--- src/rtl/burst_seq_pkg.sv ---
package burst_seq_pkg;

  typedef enum logic [1:0] {
    MODE_CONT   = 2'b00,
    MODE_WRAP8  = 2'b01,
    MODE_WRAP16 = 2'b10,
    MODE_WRAP32 = 2'b11
  } burstMode_t;

  // Strobes from control to datapath
  typedef struct packed {
    logic       loadStb;   // take the start address
    logic       stepStb;   // advance by one word
    logic       wrapEn;    // confine the count to a group
    logic [2:0] lowBits;   // log2 of group size when wrapEn
  } seqCtl_t;

endpackage

--- src/rtl/burst_seq_ctrl.sv ---
module burst_seq_ctrl
  import burst_seq_pkg::*;
(
  input  logic       clk,
  input  logic       rst,
  input  logic       loadIn,
  input  logic [1:0] modeIn,
  input  logic       advIn,
  output seqCtl_t    ctl
);

  burstMode_t modeQ;

  always_ff @(posedge clk) begin
    if (rst)         modeQ <= MODE_CONT;
    else if (loadIn) modeQ <= burstMode_t'(modeIn);
  end

  always_comb begin
    ctl.loadStb = loadIn;
    ctl.stepStb = advIn & ~loadIn;
    ctl.wrapEn  = (modeQ != MODE_CONT);
    case (modeQ)
      MODE_WRAP8:  ctl.lowBits = 3'd3;
      MODE_WRAP16: ctl.lowBits = 3'd4;
      MODE_WRAP32: ctl.lowBits = 3'd5;
      default:     ctl.lowBits = 3'd0;
    endcase
  end

  // mode taken from the load edge
  assert_mode_load_R2: assert property (@(posedge clk) disable iff (rst)
    loadIn |=> (modeQ == burstMode_t'($past(modeIn))));

  // mode holds without a load
  assert_mode_hold_R3: assert property (@(posedge clk) disable iff (rst)
    !loadIn |=> $stable(modeQ));

endmodule

--- src/rtl/burst_seq_dp.sv ---
module burst_seq_dp
  import burst_seq_pkg::*;
#(
  parameter int ADDR_W = 22
) (
  input  logic              clk,
  input  logic              rst,
  input  seqCtl_t           ctl,
  input  logic [ADDR_W-1:0] startAddr,
  output logic [ADDR_W-1:0] wordAddr
);

  localparam logic [ADDR_W-1:0] ALL_ONES = {ADDR_W{1'b1}};
  localparam int BLOCK_BITS = 6;

  logic [ADDR_W-1:0] addrQ;
  logic [ADDR_W-1:0] countMask;
  logic [ADDR_W-1:0] incAddr;
  logic [ADDR_W-1:0] nextAddr;

  // Per-bit count mask: all bits in continuous mode, low bits in wrap modes
  for (genvar b = 0; b < ADDR_W; b++) begin : g_mask
    assign countMask[b] = !ctl.wrapEn || (b < int'(ctl.lowBits));
  end

  assign incAddr = addrQ + 1'b1;

  always_comb begin
    nextAddr = addrQ;
    if (ctl.loadStb)      nextAddr = startAddr;
    else if (ctl.stepStb) nextAddr = (addrQ & ~countMask) | (incAddr & countMask);
  end

  always_ff @(posedge clk) begin
    if (rst) addrQ <= '0;
    else     addrQ <= nextAddr;
  end

  assign wordAddr = addrQ;

  // load lands on the next edge
  assert_load_R2: assert property (@(posedge clk) disable iff (rst)
    ctl.loadStb |=> (addrQ == $past(startAddr)));

  // no strobe, no move
  assert_hold_R3: assert property (@(posedge clk) disable iff (rst)
    (!ctl.loadStb && !ctl.stepStb) |=> $stable(addrQ));

  // continuous step is plus one
  assert_cont_step_R4: assert property (@(posedge clk) disable iff (rst)
    (ctl.stepStb && !ctl.wrapEn) |=> (addrQ == $past(addrQ) + 1'b1));

  // rollover from the top
  assert_cont_roll_R5: assert property (@(posedge clk) disable iff (rst)
    (ctl.stepStb && !ctl.wrapEn && addrQ == ALL_ONES) |=> (addrQ == '0));

  // bits above the group stay fixed
  assert_wrap_upper_R8: assert property (@(posedge clk) disable iff (rst)
    (ctl.stepStb && ctl.wrapEn) |=>
      ((addrQ >> $past(ctl.lowBits)) == ($past(addrQ) >> $past(ctl.lowBits))));

  if (ADDR_W > BLOCK_BITS) begin : g_block_chk
    // the 64-word block never changes in a wrap mode
    assert_no_block_cross_R9: assert property (@(posedge clk) disable iff (rst)
      (ctl.stepStb && ctl.wrapEn) |=>
        (addrQ[ADDR_W-1:BLOCK_BITS] == $past(addrQ[ADDR_W-1:BLOCK_BITS])));
  end

endmodule

--- src/rtl/burst_addr_seq.sv ---
module burst_addr_seq
  import burst_seq_pkg::*;
#(
  parameter int ADDR_W = 22
) (
  input  logic              clk,
  input  logic              rst,
  input  logic              loadIn,
  input  logic [ADDR_W-1:0] startAddr,
  input  logic [1:0]        modeIn,
  input  logic              advIn,
  output logic [ADDR_W-1:0] wordAddr
);

  seqCtl_t ctl;

  burst_seq_ctrl ctrl_i (
    .clk    (clk),
    .rst    (rst),
    .loadIn (loadIn),
    .modeIn (modeIn),
    .advIn  (advIn),
    .ctl    (ctl)
  );

  burst_seq_dp #(.ADDR_W(ADDR_W)) dp_i (
    .clk       (clk),
    .rst       (rst),
    .ctl       (ctl),
    .startAddr (startAddr),
    .wordAddr  (wordAddr)
  );

  // load and advance together act as a load
  assert_load_wins_R10: assert property (@(posedge clk) disable iff (rst)
    (loadIn && advIn) |=> (wordAddr == $past(startAddr)));

endmodule

--- config.mk ---
export PLATFORM = sky130hd
export DESIGN_NAME = burst_addr_seq
export DESIGN_NICKNAME = d
export VERILOG_FILES = /design/src/rtl/burst_seq_pkg.sv /design/src/rtl/burst_seq_ctrl.sv /design/src/rtl/burst_seq_dp.sv /design/src/rtl/burst_addr_seq.sv
export SDC_FILE = /design/constraint.sdc
export NUM_CORES = 1
export LEC_CHECK = 0
export BUFFER_PORTS_ARGS = -buffer_cell sky130_fd_sc_hd__buf_2
export CORE_MARGIN = 2
export CORE_UTILIZATION = 33
export DETAILED_ROUTE_END_ITERATION = 7
export SLEW_MARGIN = 30
export SYNTH_ARGS = -nofsm -noshare
export SYNTH_HDL_FRONTEND = slang
export SYNTH_SLANG_ARGS = --single-unit
--- constraint.sdc ---
create_clock -name clk -period 1.97 [get_ports clk]
set_input_delay 0.0985 -clock clk [delete_from_list [all_inputs] [get_ports clk]]
set_output_delay 0.0985 -clock clk [all_outputs]
set_load 0.02 [all_outputs]
## Word-level counts from Yosys, hierarchy flattened

Index checks and enable logic that the tools add are counted.

- Add/sub/neg operators: 1
- Multiply operators: 0
- Div/mod/pow operators: 0
- Order comparisons: 7
- Equality and inequality tests: 3
- Shift-type cells: 0
- Muxes and demuxes: 3
- Bitwise operators: 6
- Reduce and logical (&&, ||, !) cells: 10

Operators with widths:

| cell | count |
|---|---|
| $and 22x22->22 | 2 |
| $mux 22 | 2 |
| $add 22x1->22 const B | 1 |
| $not 22->22 | 1 |
| $or 22x22->22 | 1 |
| $lt 3x3->1 const A | 3 |
| $pmux 3 s3 | 1 |
| $logic_or 1x1->1 | 7 |
| $lt 1x3->1 const A | 2 |
| $lt 2x3->1 const A | 2 |
| $eq 2x2->1 const B | 2 |
| $reduce_bool 2->1 | 2 |
| $eq 2x1->1 const B | 1 |
| $and 1x1->1 | 1 |
| $logic_not 1->1 | 1 |
| $not 1->1 | 1 |

- Register bits: 24
- Bits in latches: 0
- Memory bits (writable): 0
- Bits in read-only memories: 0
- Input port bits: 28
- Logic and storage cells: 32
- Memories kept: 0

## Longest topological paths before layout

- Word-level depth: 9
- Depth in mapped cells: 8

## Cells and area by module

From an unflattened synthesis, not the netlist that was laid out.

- Cells, all modules: 166
- Area, all modules: 1370.1 sq um

By module, submodules not included:

| module | times used | cells an instance | area each (sq um) | seq. area each (sq um) |
|---|---|---|---|---|
| burst_seq_dp | 1 | 154 | 1266.2 | 440.4 |
| burst_seq_ctrl | 1 | 12 | 103.8 | 40.0 |

## Least setup slack after synthesis

OpenSTA, ideal clock, no wires.

- Path kind: register to register
- Start point: reg dp_i.addrQ[0] (netlist: dp_i.wordAddr[0])
- End point: reg with a tool-made name
- Setup time: 0.091 ns
- Data arrival time: 1.688 ns
- Data required time: 1.879 ns
- Path slack: 0.191 ns
- Stages on the path, launching flop included: 6
- Path buffers: 0
- Period minus slack after synthesis: 1.779 ns
- Path through: dfxtp_1 ha_1 and4_2 nand4_4 or3_1 a311oi_1

RTL lines:

| what | RTL line | text |
|---|---|---|
| start, declared | burst_seq_dp.sv:16 | `logic [ADDR_W-1:0] addrQ;` |
| start signal, assigned | burst_seq_dp.sv:36 | `else addrQ <= nextAddr;` |

==> out/results.ini <==
[status]
status = finished, final reports clean

[clock_network]
clockBufferDepth = 2
cts_resized = 0
clockRootBuffer = clkbuf_8
clkSinkCount = 24
cts.hold.buffers_added = 0
clk_pin_slew_ps = 80
h-tree-depth = 1
cts_tree = yes
cts_buffers = 3
clock_latency_ps = 270
cts_setup_buffers = 0

[power]
combPwrFrac_pct = 18.7
p_per_area_mw_per_mm2 = 632
leakage_nw = 0.724
intPower_mw = 0.737
switching_share_pct = 28.6
ir_worst_vdd_mv = 0.308
seqPwrFrac_pct = 53.2
p_clk_share_pct = 28.1
power_switching_mw = 0.296

[floorplanning]
io_pins = 50
core_area_sq_mm = 0.00374
start_util_pct = 35.2
placementRows = 22
die_x_um = 67.2
die-area_sq_mm = 0.00451
die_h_um = 67.2

[yosys]
synth_top_area_share_pct = 36.5
synthXorXnorAreaFrac_pct = 11.3
synth_top_family_by_area = simple AND/OR/NAND/NOR gates
ys_dominant_reg_cell = dfxtp_1
synth_seq_cells = 24
synth_compound_area_share_pct = 11.9
synth.area.top_cells = dfxtp_1, nor2_1, mux2i_1, xnor2_1, xor2_1
netlist_instances = 150
post-synth-top-count-cell = dfxtp_1
netlist-cell-type-count = 35
synthesis.nets = 181
postSynthAreaPerCell_sq_um = 8.78
synthSimpleGateAreaFrac_pct = 26.6
yosysTopAreaCell = dfxtp_1
yosys.area_share.adder_pct = 2.85
yosysWarnings = 0
synth_edf_count = 0
muxShareOfSynthArea_pct = 6.08
synthArstFlopShare_pct = 0
synth_area_sq_mm = 0.00132
seq_area_frac_synth_pct = 36.5
synth_top_cells_by_count = dfxtp_1, nor2_1, nand2_1

[cells_and_area]
n_antenna_cell = 0
drive_gt1_share_pct = 32.3
syn2layout_area_growth_pct = 24.1
final_nets = 231

[sta]
maxSlewHeadroom_pct = 64.9
drv_slew = 0
fin_crit_ps = 1800
rsz0062_at_grt = no
min_period_over_period_pct = 91.5
finalHoldViolCount = 0
setup-violations-final = 0
max_freq_mhz = 555
setup_tns_ps = 0
fin_skew_ps = 3.43
tightest_slew_ps = 526
timing.hold.ws_ps = 60.6

[critical_path]
endpoint_kind = flop
worstPathMaxFanout = 8
cp.arrival_ps = 1980
r2r_start = ctrl_i.modeQ[1]$_SDFFE_PP0P_
crit_path_start_kind = flop
r2r_slack_ps = 170
r2r.worst_path.cells = 6
critPathKind = flop to flop
required_ps = 2150

[hold_path]
hp-class = input port to flop
worstHoldStart = startAddr[4]
worstHoldPathCells = 3

[drt]
ant_nets = 0
drt-total-wl_mm = 3.01
drc = 0
first_pass_iters = 4
via_per_inst = 5.01
post_drt_wl_per_cell_um = 12.2
drt_iter0_drc = 42
vias = 1233

[placed_design]
dp_hpwl_mm = 2.18
portBuffers = 49
gp_congestion = 0.767

[global_route]
gr-total-overflow = 0
antenna_found_initial = 0
grt_pass1_vias = 1172
grt_pass1_wl_mm = 5.05
track_usage_pct = 14.5
grt_start_max_net_pins = 29

[flow_run]
cap_violations = 0

[how the worst max path moves through the flow]
stage	start	endpoint	slack, ps	cells after the start
floorplan	dp_i.wordAddr[0]$_SDFFE_PP0P_	flop	190	5
global placement	dp_i.wordAddr[0]$_SDFFE_PP0P_	flop	220	5
detailed placement	ctrl_i.modeQ[1]$_SDFFE_PP0P_	flop	170	6
CTS	ctrl_i.modeQ[1]$_SDFFE_PP0P_	flop	140	6
global route	ctrl_i.modeQ[1]$_SDFFE_PP0P_	flop	20	7
finish	ctrl_i.modeQ[1]$_SDFFE_PP0P_	flop	170	6
[routing by layer]
layer | GRT usage, % | up-vias | routed length, um
met5 | 0 | - | 0
met4 | 2.30 | 0 | 14
met3 | 4.33 | 2 | 228
met2 | 25.5 | 38 | 1450
met1 | 17.7 | 566 | 1320
li1 | - | 627 | -
[placed cells by master (no fill, tap or decap), drive strengths merged]
cell type / n
nand2: 13
a311oi: 3
nand4: 8
a211oi: 7
nor3: 1
and4: 6
o21ai: 4
xnor2: 9
nand3: 4
clkbuf: 3
buf: 52
a211o: 1
or3: 3
inv: 3
and3: 1
and2: 3
xor2: 8
nor2b: 1
nor3b: 1
dfxtp: 24
or2b: 1
nor2: 23
ha: 3
a21oi: 8
mux2i: 8
[power by group through the flow]
stage | Combinational (mW) | Clock [mW] | Sequential [mW]
2_1_floorplan | 0.0863 | 0 | 0.592
3_3_place_gp | 0.196 | 0 | 0.560
3_5_place_dp | 0.196 | 0 | 0.561
4_1_cts | 0.197 | 0.303 | 0.549
5_1_grt | 0.217 | 0.326 | 0.555
6_report | 0.194 | 0.290 | 0.549
[cell families (layout without fill, tap and decap cells)]
group / Yosys count / in the layout
flops: 24 / 24
compound gates: 23 / 23
simple gates: 65 / 65
mux: 8 / 8
fa+ha+maj: 3 / 3
xor+xnor: 17 / 17
buf+inv: 10 / 58
[worst max-delay path, stage by stage, from the launching register on]
cell	delay (ps)
dfxtp_1	320
inv_1	70
ha_1	240
and4_2	330
nand4_4	160
or3_1	330
a311oi_1	270
[area by class of cell]
class / instances / area [sq um]
fillers: 421 / 2110
multi-input cells: 116 / 773
flip-flops and latches: 24 / 480
repair buffers: 52 / 268
well taps: 48 / 60.1
clock buffers: 3 / 41.3
inverters: 3 / 11.3
[stage by stage]
step	power, mW	worst slack [ps]	instances	instance area [sq um]	util [%]
after global routing	1.10	16.2	246	1630	43.6
after CTS	1.05	138	246	1630	43.6
after floorplan	0.678	191	150	1320	-
after detailed placement	0.756	167	243	1590	42.5
after global placement	0.756	222	243	1590	42.5
final	1.03	167	246	1630	43.6
(Power assumes the default switching activity.)
